[src/rtl/clmul_pkg.sv]
package clmul_pkg;

  // Control sequencing of the iterative engine
  typedef enum logic [1:0] {
    CM_IDLE = 2'd0,
    CM_RUN  = 2'd1,
    CM_HOLD = 2'd2
  } cm_state_e;

endpackage

[src/rtl/clmul_half_pick.sv]
// Chooses the upper or lower half of a double-width operand.
module clmul_half_pick #(
  parameter int HALF_W = 64
) (
  input  logic [2*HALF_W-1:0] op_i,
  input  logic                upper_i,
  output logic [HALF_W-1:0]   half_o
);

  assign half_o = upper_i ? op_i[2*HALF_W-1:HALF_W] : op_i[HALF_W-1:0];

endmodule

[src/rtl/clmul_step.sv]
// One iteration: folds STEP_BITS multiplier bits into the accumulator.
module clmul_step #(
  parameter int PROD_W    = 128,
  parameter int STEP_BITS = 1
) (
  input  logic [PROD_W-1:0]    acc_i,
  input  logic [PROD_W-1:0]    mcand_i,
  input  logic [STEP_BITS-1:0] bits_i,
  output logic [PROD_W-1:0]    acc_o
);

  logic [PROD_W-1:0] chain [STEP_BITS+1];

  assign chain[0] = acc_i;

  for (genvar j = 0; j < STEP_BITS; j++) begin : g_fold
    // partial products merge by XOR: no carry between columns
    assign chain[j+1] = chain[j] ^ (bits_i[j] ? (mcand_i << j) : '0);
  end

  assign acc_o = chain[STEP_BITS];

endmodule

[src/rtl/clmul_ctrl.sv]
// Handshake and iteration sequencing.
module clmul_ctrl
  import clmul_pkg::*;
#(
  parameter int STEPS = 64
) (
  input  logic clk,
  input  logic rst_n,
  input  logic in_valid,
  input  logic out_ready,
  output logic in_ready,
  output logic out_valid,
  output logic load_en,
  output logic step_en
);

  localparam int CW = (STEPS > 1) ? $clog2(STEPS) : 1;
  localparam logic [CW-1:0] LAST = CW'(STEPS - 1);

  cm_state_e state_q, state_d;
  logic [CW-1:0] cnt_q, cnt_d;

  assign in_ready  = (state_q == CM_IDLE);
  assign out_valid = (state_q == CM_HOLD);
  assign load_en   = in_ready && in_valid;
  assign step_en   = (state_q == CM_RUN);

  always_comb begin
    state_d = state_q;
    cnt_d   = cnt_q;
    unique case (state_q)
      CM_IDLE: begin
        if (in_valid) begin
          state_d = CM_RUN;
          cnt_d   = '0;
        end
      end
      CM_RUN: begin
        if (cnt_q == LAST) state_d = CM_HOLD;
        else               cnt_d   = cnt_q + 1'b1;
      end
      CM_HOLD: begin
        if (out_ready) state_d = CM_IDLE;
      end
      default: state_d = CM_IDLE;
    endcase
  end

  always_ff @(posedge clk or negedge rst_n) begin
    if (!rst_n) begin
      state_q <= CM_IDLE;
      cnt_q   <= '0;
    end else begin
      state_q <= state_d;
      cnt_q   <= cnt_d;
    end
  end

endmodule

[src/rtl/clmul_unit.sv]
// Iterative carry-less multiplier with per-operand half selection.
// HALF_W must be a multiple of STEP_BITS.
module clmul_unit #(
  parameter int HALF_W    = 64,
  parameter int SEL_W     = 8,
  parameter int SEL_A_POS = 0,
  parameter int SEL_B_POS = 4,
  parameter int STEP_BITS = 1
) (
  input  logic                  clk,
  input  logic                  rst_n,
  input  logic                  in_valid,
  output logic                  in_ready,
  input  logic [2*HALF_W-1:0]   in_op_a,
  input  logic [2*HALF_W-1:0]   in_op_b,
  input  logic [SEL_W-1:0]      in_sel,
  output logic                  out_valid,
  input  logic                  out_ready,
  output logic [2*HALF_W-1:0]   out_prod
);

  localparam int PROD_W = 2 * HALF_W;
  localparam int STEPS  = HALF_W / STEP_BITS;

  logic [HALF_W-1:0] a_half, b_half;
  logic              load_en, step_en;
  logic [PROD_W-1:0] mcand_q, acc_q, acc_nxt;
  logic [HALF_W-1:0] mplier_q;

  // selector bits other than the two pick positions are don't-care
  logic unused_sel;
  assign unused_sel = ^in_sel;

  clmul_half_pick #(.HALF_W(HALF_W)) u_pick_a (
    .op_i    (in_op_a),
    .upper_i (in_sel[SEL_A_POS]),
    .half_o  (a_half)
  );

  clmul_half_pick #(.HALF_W(HALF_W)) u_pick_b (
    .op_i    (in_op_b),
    .upper_i (in_sel[SEL_B_POS]),
    .half_o  (b_half)
  );

  clmul_ctrl #(.STEPS(STEPS)) u_ctrl (
    .clk       (clk),
    .rst_n     (rst_n),
    .in_valid  (in_valid),
    .out_ready (out_ready),
    .in_ready  (in_ready),
    .out_valid (out_valid),
    .load_en   (load_en),
    .step_en   (step_en)
  );

  clmul_step #(.PROD_W(PROD_W), .STEP_BITS(STEP_BITS)) u_step (
    .acc_i   (acc_q),
    .mcand_i (mcand_q),
    .bits_i  (mplier_q[STEP_BITS-1:0]),
    .acc_o   (acc_nxt)
  );

  always_ff @(posedge clk or negedge rst_n) begin
    if (!rst_n) begin
      mcand_q  <= '0;
      mplier_q <= '0;
      acc_q    <= '0;
    end else if (load_en) begin
      mcand_q  <= PROD_W'(a_half);
      mplier_q <= b_half;
      acc_q    <= '0;
    end else if (step_en) begin
      acc_q    <= acc_nxt;
      mcand_q  <= mcand_q << STEP_BITS;
      mplier_q <= mplier_q >> STEP_BITS;
    end
  end

  assign out_prod = acc_q;

endmodule

[config.mk]
export PLATFORM = sky130hd
export DESIGN_NAME = clmul_unit
export DESIGN_NICKNAME = d
export VERILOG_FILES = /design/src/rtl/clmul_pkg.sv /design/src/rtl/clmul_half_pick.sv /design/src/rtl/clmul_step.sv /design/src/rtl/clmul_ctrl.sv /design/src/rtl/clmul_unit.sv
export SDC_FILE = /design/constraint.sdc
export NUM_CORES = 1
export LEC_CHECK = 0
export BUFFER_PORTS_ARGS = -buffer_cell sky130_fd_sc_hd__buf_2
export CAP_MARGIN = 20
export CORE_ASPECT_RATIO = 1.5
export CORE_MARGIN = 4
export CORE_UTILIZATION = 35
export DETAILED_ROUTE_END_ITERATION = 7
export GPL_TIMING_DRIVEN = 0
export HOLD_SLACK_MARGIN = 0.03
export PLACE_DENSITY = 0.66
export SETUP_SLACK_MARGIN = 0.5
export SYNTH_ARGS = -nofsm -noshare
export SYNTH_HDL_FRONTEND = slang
export SYNTH_SLANG_ARGS = --single-unit
[constraint.sdc]
create_clock -name clk -period 3.3 [get_ports clk]
set_clock_uncertainty 0.1 [all_clocks]
set_input_delay 0.33 -clock clk [delete_from_list [all_inputs] [get_ports clk]]
set_output_delay 0.33 -clock clk [all_outputs]
set_load 0.01 [all_outputs]
==> results of run 1 <==
where the power goes:
part           switching [uW]  internal (uW)
clock                    1630           2310
sequential               1400           5670
combinational            3530           2820
path summary, 6_finish.rpt:
path | start | to | slack (ps)
worst max-delay path | u_ctrl.state_q[1]$_DFFE_PN0P_ | out_valid | 720
worst min-delay path | in_op_a[0] | mcand_q[0]$_DFFE_PN0P_ | 60
worst max register to register | u_ctrl.state_q[1]$_DFFE_PN0P_ | mplier_q[0]$_DFFE_PN0P_ | 1170
worst min register to register | out_prod[5]$_DFFE_PN0P_ | out_prod[5]$_DFFE_PN0P_ | 360
max in group asynchronous | rst_n | mplier_q[43]$_DFFE_PN0P_ | 1600
min in group asynchronous | rst_n | out_prod[73]$_DFFE_PN0P_ | 340
final cells by class:
type / instances / area (sq um) / area share
clock inverters: 9 / 118 / 0.00587
repair buffers: 396 / 2060 / 0.103
multi-input cells: 1126 / 7200 / 0.359
flip-flops and latches: 328 / 8210 / 0.410
clock buffers: 47 / 1010 / 0.0505
plain buffers: 143 / 689 / 0.0344
inverters: 3 / 11.3 / 0.000562
well taps: 588 / 736 / 0.0367
metrics by stage:
stage	util	power [uW]	setup WS (ps)
global route	0.439	18500	569
floorplan	-	11000	1800
finish	0.439	17400	725
detailed placement	0.413	13500	1150
CTS	0.439	17600	569
global placement	0.412	13300	-4400
logic make-up after synthesis:
logic type / count (synthesis) / synth area share
flip-flops: 328 / 0.510
adder cells (fa/ha/maj): 1 / 0.000777
AO/OA/AOI/OAI: 460 / 0.179
buffers and inverters: 146 / 0.0433
AND/OR/NAND/NOR: 409 / 0.0984
multiplexers: 256 / 0.169
synth_stat cells (2+ instances only):
cell,number,area (sq um)
nand4_1,2,12.5
and3_1,2,12.5
buf_2,78,390
clkbuf_1,45,169
inv_1,3,11.3
a22o_1,65,569
nor2b_1,3,18.8
buf_4,14,105
nand2b_1,2,12.5
a21oi_1,131,656
buf_1,6,22.5
mux2i_1,130,1300
a22oi_1,126,946
o21ai_0,131,656
mux2_2,126,1420
dfrtp_1,328,8210
nand2_1,387,1450
nand3_1,2,10.0
nor2_1,4,15.0
layout by cell type (no fill, tap or decap), types with 2 or more instances in the layout:
cell type      instances
clkbuf_16             36
clkbuf_1              49
bufinv_16              2
clkinv_4               2
dfrtp_1              328
inv_1                  3
nand3_1                2
dlygate4sd3_1          5
buf_2                465
and3_1                 2
o21ai_0              131
a22oi_1              126
clkinv_2               3
buf_16                 2
nor2_1                 4
nand2b_1               2
nand2_1              387
nor2b_1                3
a21oi_1              131
mux2_2               126
a22o_1                65
buf_4                 14
mux2i_1              130
clkbuf_8               7
nand4_1                2
buf_1                  6
flip-flops by register name, indices dropped and copies added (netlist names):
| signal | flops |
|---|---|
| u_ctrl.state_q | 2 |
| out_prod | 128 |
| mplier_q | 64 |
| u_ctrl.cnt_q | 6 |
| mcand_q | 128 |
worst reg2reg max path, cell delays in order (launching register included):
cell and delay [ps]:
dfrtp_1 540, o21bai_1 160, buf_2 320, buf_2 400
buf_2 330, nand2_1 80, o21ai_0 110
routing by layer:
metal	vias to the layer above	wire length (um)
met5	-	0
met4	0	2040
met3	107	2270
met2	400	25600
met1	6788	19000
li1	6531	-
repair_timing:
item,CTS,global route
endpoints found under the hold margin,99,0
resized for setup,0,1
setup endpoints to repair,0,1
hold buffers,5,0
==> flow_metrics.tcl, run 1 <==
set metrics [dict create \
    status "finished clean" \
    worst-slew-pin-transition_ps 803 \
    routedWlPerCell_um 18.5 \
    crit_type "reg2out" \
    arrival_ps 2150 \
    cts_sinks 328 \
    wl_mm 48.9 \
    grt_util_met2 0.339 \
    dp_cells 2579 \
    clk_transition_reported_paths_ps 60 \
    grt_pass1_vias 14100 \
    die_area_sq_um 49600 \
    grt_use_met3 0.0280 \
    relSlewSlack 0.464 \
    ys_warn_count 0 \
    antenna_found_initial 0 \
    holdWs_ps 60.6 \
    crit_buf_inv 4 \
    clock-root-buffer "clkbuf_16" \
    async_flop_share 1.00 \
    fin_cells 2640 \
    finalSetupViolations 0 \
    n_antenna_cell 0 \
    yosysSeqAreaShare 0.510 \
    crit_path_end_kind "primary output" \
    min_path_type "in2reg" \
    min_period_over_period 0.780 \
    drtIter0Drc 787 \
    slew_viol_final 0 \
    fp-row-count 96 \
    worstPathMaxFanout 10 \
    critPathRequiredTime_ps 2870 \
    r2r_cells 6 \
    start_kind "flop" \
    clock_latency_ps 520 \
    ios 398 \
    finalSetupTns_ps 0 \
    design.core.area_sq_um 45600 \
    synth_edf_count 0 \
    synthDistinctLibCells 34 \
    post-cts-setup-buffers 0 \
    power_density_nw_per_um2 866 \
    rsz0062_at_grt "false" \
    met1_usage 0.227 \
    routed_via_density 5.24 \
    design_area_sq_um 20000 \
    synth_area_sq_um 16100 \
    htreeDepth 2 \
    cap_violations 0 \
    busiest_layer "met2" \
    fillers 4391 \
    vdd_drop_max_v 0.000359 \
    dr.pass1.iters 5 \
    nNetsFinal 2302 \
    syn-num-nets 1869 \
    critical_path.top_delay_family "buffers and inverters" \
    hold_viol_final 0 \
    crit_slowest_cell "dfrtp_1" \
    slowest_delay_ps 540 \
    grt_start_max_net_pins 123 \
    die_h_um 271 \
    avgSynthCellArea_sq_um 10.1 \
    cp.depth 5 \
    syn_inst 1600 \
    timing.final.crit_period_ps 2580 \
    clock.fmax_mhz 388 \
    dieWidth_um 183 \
    start_util 0.353 \
    grt_use_total 0.190 \
    holdPathStages 3 \
    path_cells "clkbuf_4 -> buf_2 -> inv_1 -> nor2_1 -> buf_2" \
    vias 13800 \
    overflow 0 \
    numPortBuffers 389 \
    crit_top_cell "buf_2" \
    ys_ff_latch 328 \
    synth_flop_cell "dfrtp_1" \
    cts_tree "done" \
    clock_path_buffers 3 \
    area_growth_pct 24.4 \
    place.gp.congestion 0.856 \
    leakage_uw 0.00925 \
    grt_pass1_wl_mm 76.0 \
    dp_hpwl_mm 36.4 \
    drc_errors 0 \
    drive_gt1_frac 0.322 \
    dpl_cell_area_sq_um 18900 \
    cts-buffers-inserted 35 \
    detail-route-antenna-nets 0 \
]
(Power assumes the default switching activity.)
==> inputs of run 2 (changes only) <==
Clock period 3.3 ns to 2.6 ns, I/O delays scaled along.
==> run 2 against run 1 <==
Against the previous run:
- wire length rose by 0.18%
- final cell count is 0.11% higher
- core utilization increased by 0.13 points
- sequential power rose by 27%
- sequential share of layout area down 0.11 points
- critical endpoint unchanged
- largest cell class unchanged
- largest power group unchanged
==> flow_metrics.tcl, run 2 (synthesized netlist as in run 1, its figures left out) <==
set metrics [dict create \
    p_sw_uw 8320 \
    cts_sinks 328 \
    worst-slew-pin-transition_ps 797 \
    routedWlPerCell_um 18.5 \
    design.core.area_sq_um 45600 \
    dieWidth_um 183 \
    start_util 0.353 \
    swShare 0.378 \
    worstPathMaxFanout 10 \
    crit_type "reg2out" \
    internal_power_uw 13700 \
    critPathRequiredTime_ps 2240 \
    die_area_sq_um 49600 \
    status "finished clean" \
    final_util 0.440 \
    clock.fmax_mhz 496 \
    vias 13900 \
    clock_path_buffers 3 \
    slew_viol_final 0 \
    clkPwrFrac 0.227 \
    multiInputGateArea_sq_um 7210 \
    regArea_sq_um 8210 \
    final_common_cell "buf_2" \
    leakage_uw 0.00927 \
    drive_gt1_frac 0.324 \
    cap_violations 0 \
    clk_transition_reported_paths_ps 60 \
    setup_ws_ps 586 \
    dr.pass1.iters 5 \
    routed_via_density 5.24 \
    finalSetupViolations 0 \
    rsz0062_at_grt "true" \
    fillers 4392 \
    detail-route-antenna-nets 0 \
    busiest_layer "met2" \
    n_antenna_cell 0 \
    hold_viol_final 0 \
    grt_use_met3 0.0280 \
    grt_pass1_wl_mm 76.1 \
    timing.final.crit_period_ps 2010 \
    crit_path_end_kind "primary output" \
    fp-row-count 96 \
    met1_usage 0.227 \
    ios 398 \
    min_period_over_period 0.775 \
    grt_pass1_vias 14100 \
    min_path_type "in2reg" \
    cts-buffers-inserted 35 \
    die_h_um 271 \
    relSlewSlack 0.469 \
    clock-root-buffer "clkbuf_16" \
    arrival_ps 1650 \
    drtIter0Drc 804 \
    overflow 0 \
    area_growth_pct 24.8 \
    numPortBuffers 389 \
    holdWs_ps 65.6 \
    nNetsFinal 2305 \
    drc_errors 0 \
    antenna_found_initial 0 \
    grt_util_met2 0.339 \
    wl_mm 49.0 \
    grt_use_total 0.190 \
    clock_latency_ps 530 \
    vdd_drop_max_v 0.000455 \
    grt_start_max_net_pins 123 \
    p_comb_frac 0.366 \
    cts_tree "done" \
    seqPwrFrac 0.407 \
    start_kind "flop" \
    dp_hpwl_mm 36.4 \
    place.gp.congestion 0.856 \
    power_density_nw_per_um2 1100 \
    htreeDepth 2 \
    final_cell_mix "buf_2, nand2_1, dfrtp_1, o21ai_0, a21oi_1" \
    place_ws_ps 454 \
]
run 2: through the flow:
step,total power [uW],setup TNS [ps],instance area (sq um),instances
final,22000,0,20100,2643
after global routing,23500,0,20100,2643
after CTS,22300,0,20100,2643
after detailed placement,17200,0,18900,2579
after global placement,16800,-1631620,18800,2577
after floorplan,13900,0,16100,1600
run 2: power groups by stage:
stage / sequential (uW) / combinational [uW] / clock [uW]
floorplan: 9040 / 4880 / 0
global placement: 8970 / 7850 / 0
detailed placement: 9050 / 8130 / 0
CTS: 8970 / 8190 / 5140
global route: 9210 / 8990 / 5340
finish: 8970 / 8080 / 5000
run 2: final cells by class:
class	count	share of cell area
buffer	143	0.0355
clock buffer	47	0.0504
clock inverter	9	0.00585
inverter	3	0.000560
multi-input combinational	1126	0.359
sequential	328	0.409
tap	588	0.0366
timing repair buffer	399	0.104
run 2: timing repair:
item | in CTS | in global routing
setup buffers | 1 | 0
resized for setup | 6 | 7
hold endpoints to repair | 99 | 0
hold buffers | 7 | 0
setup endpoints to repair | 52 | 49
run 2: path summary, 6_finish.rpt:
kind / from / end / slack (ps) / cells after the start
max: u_ctrl.state_q[1]$_DFFE_PN0P_ / out_valid / 590 / 5
min reg2reg: out_prod[5]$_DFFE_PN0P_ / out_prod[5]$_DFFE_PN0P_ / 360 / 1
min in group asynchronous: rst_n / out_prod[73]$_DFFE_PN0P_ / 260 / 2
max reg2reg: u_ctrl.state_q[1]$_DFFE_PN0P_ / mplier_q[0]$_DFFE_PN0P_ / 630 / 7
min: in_op_a[78] / mcand_q[14]$_DFFE_PN0P_ / 70 / 4
max in group asynchronous: rst_n / mplier_q[31]$_DFFE_PN0P_ / 990 / 3
run 2: layer usage:
metal | share of wire | wire (um) | vias to the layer above
met4 | 0.042 | 2060 | 0
met5 | 0 | 0 | -
met1 | 0.39 | 19100 | 6821
li1 | - | - | 6534
met3 | 0.044 | 2130 | 110
met2 | 0.52 | 25700 | 393
run 2: critical path, stage by stage (launching register included):
cell	delay (ps)
dfrtp_2	390
buf_8	180
buf_6	150
inv_1	90
nor2_2	130
buf_2	180
